File: config.mk
export PLATFORM = sky130hd
export DESIGN_NAME = hazard_interlock
export DESIGN_NICKNAME = d
export VERILOG_FILES = /design/src/rtl/ilk_pkg.sv /design/src/rtl/ilk_control.sv /design/src/rtl/ilk_stages.sv /design/src/rtl/hazard_interlock.sv
export SDC_FILE = /design/constraint.sdc
export NUM_CORES = 1
export LEC_CHECK = 0
export BUFFER_PORTS_ARGS = -buffer_cell sky130_fd_sc_hd__buf_2
export CORE_MARGIN = 8
export CORE_UTILIZATION = 45
export CTS_CLUSTER_DIAMETER = 60
export DETAILED_ROUTE_END_ITERATION = 8
export GPL_TIMING_DRIVEN = 0
export PLACE_DENSITY = 0.72
export SLEW_MARGIN = 5
export SYNTH_ARGS = -nofsm -noshare
export SYNTH_HDL_FRONTEND = slang
export SYNTH_SLANG_ARGS = --single-unit
File: constraint.sdc
create_clock -name clk -period 2.1 [get_ports clk]
set_input_delay 0.315 -clock clk [delete_from_list [all_inputs] [get_ports clk]]
set_output_delay 0.315 -clock clk [all_outputs]
set_load 0.01 [all_outputs]
File: src/rtl/ilk_pkg.sv
package ilk_pkg;
  parameter int unsigned REG_W = 5;

  // opcode classes (bits [6:0])
  localparam logic [6:0] OpAlu    = 7'h33;
  localparam logic [6:0] OpAluImm = 7'h13;
  localparam logic [6:0] OpLoad   = 7'h03;
  localparam logic [6:0] OpStore  = 7'h23;
  localparam logic [6:0] OpBranch = 7'h63;
  localparam logic [6:0] OpJump   = 7'h0B;
  localparam logic [6:0] OpJal    = 7'h6F;
  localparam logic [6:0] OpJalr   = 7'h67;

  // field positions
  localparam int unsigned OpLsb  = 0;
  localparam int unsigned RdLsb  = 7;
  localparam int unsigned Rs1Lsb = 15;
  localparam int unsigned Rs2Lsb = 20;

  typedef struct packed {
    logic             valid;
    logic             we;
    logic [REG_W-1:0] dest;
  } stageInfo_t;

  typedef struct packed {
    logic stall;
    logic issue;
  } ilkCtl_t;
endpackage

File: src/rtl/ilk_control.sv
module ilk_control
  import ilk_pkg::*;
#(
  parameter int unsigned ILEN     = 32,
  parameter int unsigned PEND     = 3,
  parameter int unsigned LINK_REG = 1
) (
  input  logic                  decValid,
  input  logic [ILEN-1:0]       decInstr,
  input  stageInfo_t [PEND-1:0] pend,
  output stageInfo_t            decInfo,
  output ilkCtl_t               ctl
);
  logic [6:0]       opcode;
  logic [REG_W-1:0] rdField, rs1, rs2;
  logic             readA, readB, writes;
  logic [REG_W-1:0] dest;
  logic [PEND-1:0]  hitA, hitB;
  logic             unusedBits;

  assign opcode  = decInstr[OpLsb +: 7];
  assign rdField = decInstr[RdLsb +: REG_W];
  assign rs1     = decInstr[Rs1Lsb +: REG_W];
  assign rs2     = decInstr[Rs2Lsb +: REG_W];
  assign unusedBits = ^{decInstr[ILEN-1:Rs2Lsb+REG_W], decInstr[Rs1Lsb-1:RdLsb+REG_W]};

  always_comb begin
    readA  = 1'b0;
    readB  = 1'b0;
    writes = 1'b0;
    dest   = rdField;
    unique case (opcode)
      OpAlu: begin
        readA  = 1'b1;
        readB  = 1'b1;
        writes = (rdField != '0);
      end
      OpAluImm, OpLoad, OpJalr: begin
        readA  = 1'b1;
        writes = (rdField != '0);
      end
      OpStore, OpBranch: begin
        readA = 1'b1;
        readB = 1'b1;
      end
      OpJal: begin
        dest   = REG_W'(LINK_REG);
        writes = 1'b1;
      end
      default: ;
    endcase
  end

  for (genvar i = 0; i < PEND; i++) begin : g_cmp
    assign hitA[i] = pend[i].valid && pend[i].we && (pend[i].dest == rs1);
    assign hitB[i] = pend[i].valid && pend[i].we && (pend[i].dest == rs2);
  end

  assign ctl.stall = decValid && ((readA && |hitA) || (readB && |hitB));
  assign ctl.issue = decValid && !ctl.stall;

  assign decInfo.valid = decValid;
  assign decInfo.we    = decValid && writes;
  assign decInfo.dest  = dest;
endmodule

File: src/rtl/ilk_stages.sv
module ilk_stages
  import ilk_pkg::*;
#(
  parameter int unsigned PEND = 3
) (
  input  logic                  clk,
  input  logic                  rstN,
  input  ilkCtl_t               ctl,
  input  stageInfo_t            decInfo,
  output stageInfo_t [PEND-1:0] pend
);
  stageInfo_t [PEND-1:0] q;

  always_ff @(posedge clk) begin
    if (!rstN)          q[0] <= '0;
    else if (ctl.issue) q[0] <= decInfo;
    else                q[0] <= '0;
  end

  for (genvar i = 1; i < PEND; i++) begin : g_shift
    always_ff @(posedge clk) begin
      if (!rstN) q[i] <= '0;
      else       q[i] <= q[i-1];
    end
  end

  assign pend = q;
endmodule

File: src/rtl/hazard_interlock.sv
module hazard_interlock
  import ilk_pkg::*;
#(
  parameter int unsigned ILEN     = 32,
  parameter int unsigned PEND     = 3,
  parameter int unsigned LINK_REG = 1
) (
  input  logic             clk,
  input  logic             rstN,
  input  logic             decValid,
  input  logic [ILEN-1:0]  decInstr,
  output logic             stall,
  output logic             exValid,
  output logic [REG_W-1:0] exDest,
  output logic             exWe
);
  stageInfo_t [PEND-1:0] pend;
  stageInfo_t            decInfo;
  ilkCtl_t               ctl;

  ilk_control #(.ILEN(ILEN), .PEND(PEND), .LINK_REG(LINK_REG)) u_ctl (
    .decValid(decValid), .decInstr(decInstr), .pend(pend),
    .decInfo(decInfo), .ctl(ctl)
  );

  ilk_stages #(.PEND(PEND)) u_stg (
    .clk(clk), .rstN(rstN), .ctl(ctl), .decInfo(decInfo), .pend(pend)
  );

  assign stall   = ctl.stall;
  assign exValid = pend[0].valid;
  assign exDest  = pend[0].dest;
  assign exWe    = pend[0].we;
endmodule

Word-level counts from Yosys, hierarchy flattened
Cells that the tools add are included.
Storage, ports and cells
  flip-flop bits (word level): 21
  logic and storage cells: 53
Cells by class
  reduce and logical (&&, ||, !) cells: 24
  bitwise gates (word level): 2
  eq/ne operators: 13
  mux-type cells: 4
Operator list (number)
  equality test 5 bit: 6
  equality test 7 bit (second input constant): 3
  equality test 7 x 6 -> 1 bit (second input constant): 2
  logical AND 1 bit: 14
  OR reduction 3 bit: 4
  equality test 7 x 2 -> 1 bit (second input constant): 1
  equality test 7 x 5 -> 1 bit (second input constant): 1
  OR reduction 6 bit: 1
  nonzero test 5 bit: 1
  OR reduction 4 bit: 1
  two-way mux 1 bit: 3
  NOT 1 bit: 2
  one-hot mux 1 bit (2 select lines): 1
  AND reduction 2 bit: 1
  zero test 1 bit: 1
  logical OR 1 bit: 1

Longest topological paths before layout
  word-level depth: 10
  mapped depth: 5
  gate-level depth less buffers: 5

Hierarchy
Synthesis repeated with hierarchy kept, for this count alone.
Unflattened totals
  cell total of the unflattened synthesis: 113
  area, all modules: 1059.8 µm²
By module, submodules not included
  ilk_stages: area each 564.3 µm², sequential area each 420.4 µm², cells an instance 44, times used 1
  ilk_control: area each 495.5 µm², sequential area each 0.0 µm², cells an instance 69, times used 1

Worst setup path before layout
No wires, ideal clock.
  path type: register to output
  start point: reg u_stg.q, in the netlist u_stg.pend[9]
  end point: out stall
  stages on the path, launching flop included: 6
  data arrival time: 1.357 ns
  path buffers: 0
  slack: 0.428 ns
  path through: dfxtp_1 > xnor2_1 > nand4_1 > or3_4 > a31oi_4 > o21a_1
Between the ends
  cells in the longest elaborated chain, start to end: 6
RTL lines
  from (decl): line ilk_stages.sv:12  | stageInfo_t [PEND-1:0] q;
  from (signal, indexed assignment): line ilk_stages.sv:23  | else q[i] <= q[i-1];
  equality test 5 bit, on equally long branches: line ilk_control.sv:55, ilk_control.sv:56
  logical AND 1 bit, on equally long branches: line ilk_control.sv:55, ilk_control.sv:56
  OR reduction 3 bit: line ilk_control.sv:59  | assign ctl.stall = decValid && ((readA && |hitA) || (readB && |hitB));
  logical AND 1 bit: line ilk_control.sv:59
  logical OR 1 bit *: line ilk_control.sv:59
  logical AND 1 bit *: line ilk_control.sv:59
  to (decl): line hazard_interlock.sv:12  | output logic stall,
Every way passes the cells marked *; elsewhere a longest branch is shown, timed or not.

Final worst setup path
Ends and elaborated chain as after synthesis.

==> key figures <==
STA
  – Max frequency: around 0.48 GHz
  – Final Worst Setup Slack: -0.00336 ns
  – Relative slew slack: around 67%
  – Final Hold Fails: 0
  – Final period util: 100%
  – Unrepaired setup endpoints after global routing: true
  – Worst hold slack: roughly 0.26 ns
  – Final min period: 2.10 ns
  – Final setup violating endpoints: 1
  – Least-Margin Pin Slew: just under 0.5 ns
  – Final setup skew: 0.00588 ns
  – Slew Limit Fails: 0

Setup path
  – Critical path arrival: approximately 1.8 ns
  – Crit path required time: around 1.8 ns
  – CP Capture Type: output pin
  – Crit Path Max Fanout: 3
  – CP Class: reg2out
  – Reg2Reg Setup Slack: 0.52 ns
  – CP Launch Type: flip-flop

Finish
  – Nets: around 190
  – Layout cell share with drive strength beyond 1: 38.2%
  – Max reg flops: 21
  – Post-layout util: between 50 and 60%
  – Final instance area: about 1400 um^2
  – N_diodes: 0
  – Area Growth Syn to Fin: 26.2%
  – Final Instance Count excl. Fillers: 182

Flow run
  – Max-cap violations: 0

Place
  – Placed cell area: about 1300 um^2
  – DP HPWL: between 2000 and 2500 um
  – Buffers on Ports: 31
  – Placed Cells: roughly 180
  – GP Congestion: about 0.9

Detailed routing
  – Pre-Repair DR Iteration Count: 4
  – Average wire per standard cell: between 10 and 15 um
  – Residual DRC count: 0
  – Final wirelength: around 2500 um
  – Vias per cell: just over 5
  – Via count: between 900 and 1,000
  – DRT iter0 DRCs: 57
  – DRT antenna net count: 0

Pwr
  – Power density cells: about 520 nW/um^2
  – Static Leak: 0.588 nW
  – VDD IR max: a little over 0.3 mV

Floorplanning
  – Die H: approximately 65 um
  – Cell Rows: 18
  – Initial Utilization: a little under half
  – Die Width: 65.5 um
  – Core footprint: 2390 um^2
  – Die Footprint: ~4300 um^2
  – I/O pin total: 43

Synthesis
  – Syn avg cell area: 9.67 um^2
  – Seq/Total Area, Yosys: around two fifths
  – Cells after Synth: 114
  – Syn. warnings: 0
  – Async S/R FF share, synth: 0%
  – Post-synth top area cell: dfxtp_1
  – Top-count cell post-synth: dfxtp_1
  – Post-synth EDFFs: 0
  – Seq cells post-synth: 21
  – Syn nets: between 100 and 150
  – Yosys top cell area share: a little under two fifths
  – Netlist cell types: 25
  – Synth Flop Type: dfxtp_1
  – Mapped Area: 1100 um^2
  – Post-synth top cells: dfxtp_1, xnor2_1, and2_1
  – Largest cells by area after synthesis: dfxtp_1, xnor2_1, xor2_1

Clock tree
  – CTS tree: built
  – H-tree level count: 1
  – Clock-pin slew on the worst setup and hold paths: around 0.11 ns
  – CTS Buffer Depth: 2
  – CTS Sinks: 21
  – Number of buffers created by CTS: 3
  – Cts hold-fix bufs: 0
  – Worst skew pair latency: 0.30 ns
  – CTS root buf: clkbuf_4

Outcome
  – Violated checks: setup timing
  – Status: finished, violations left

Global routing
  – GRT overflow: 0
  – First-pass GRT wire length: ~4200 um
  – Initial antenna violation count: 0
  – Tot GR Track Use: between 10% and 20%
  – Pin count of the biggest net entering global routing: 12
  – Number of global-route vias before repair: ~1,000

Min path
  – Worst hold path class: in2reg
## critical path: stages, from the launching register on
cell and delay (ns):
dfxtp_2 0.36, xnor2_2 0.15, nand4_1 0.12, or3_4 0.39, a31oi_4 0.22, o21a_1 0.13
buf_2 0.12
## cells by family (layout without fill, tap and decap cells)
family | after synthesis | count (layout) | synth area share (%)
xor+xnor | 30 | 30 | 23.8
simple gates | 45 | 45 | 24.5
flops | 21 | 21 | 38.1
compound gates | 9 | 9 | 8.74
buf+inv | 9 | 47 | 4.77
## stage by stage
stage          power [mW]  worst slack [ns]  setup TNS [ns]
3_5_place_dp        0.542           0.00336               0
4_1_cts             0.736           -0.0213         -0.0213
5_1_grt             0.770           -0.0821         -0.0821
2_1_floorplan       0.488             0.428               0
3_3_place_gp        0.538            0.0302               0
6_report            0.729          -0.00336        -0.00336
## cells in the final DEF (no fill, tap or decap), drive strengths merged
cell     count
nand2        4
buf         39
or4          1
nand4b       1
nand3        1
a21oi        1
o32a         1
dfxtp       21
a31oi        1
xor2        14
nand4       11
inv          2
a2111oi      2
or3          1
o221ai       1
and2        15
nor3         5
nor2         2
o21a         1
xnor2       16
and3b        1
o21ai        1
clkbuf       6
a21boi       1
nor4         3
## final timing paths
check	cells after the start	to	from
max	6	stall	u_stg.pend[9]
max reg2reg	6	u_stg.pend[5]	u_stg.pend[9]
min reg2reg	1	u_stg.pend[19]	u_stg.pend[12]
min	3	u_stg.pend[0]	decInstr[7]
## where the power goes
group / switching, mW / internal, mW / total (mW)
logic: 0.0587 / 0.0612 / 0.120
clock network: 0.116 / 0.0739 / 0.189
registers: 0.0107 / 0.409 / 0.419
## routing by layer
layer  GRT usage (%)  share of wire (%)  routed length (um)
met4            7.63                2.8                  71
met2            21.0                 48                1210
met3            2.38                4.4                 111
met1            14.9                 45                1150
met5               0                  0                   0
## repair_timing
item	4_1_cts	5_1_grt
hold endpoints to repair	0	0
resized for setup	11	3
setup endpoints to repair	1	1
setup buffers	3	0
pin swaps	5	0
## area by class of cell
type                            count  area (um^2)
Fill cell                         226          996
Multi-Input combinational cell     84          664
Sequential cell                    21          433
Timing Repair Buffer               34          178
Buffer                              7         45.0
Tap cell                           30         37.5
Clock buffer                        4         26.3
Inverter                            2         7.51
Note: power is estimated with default switching activity, not from simulation.
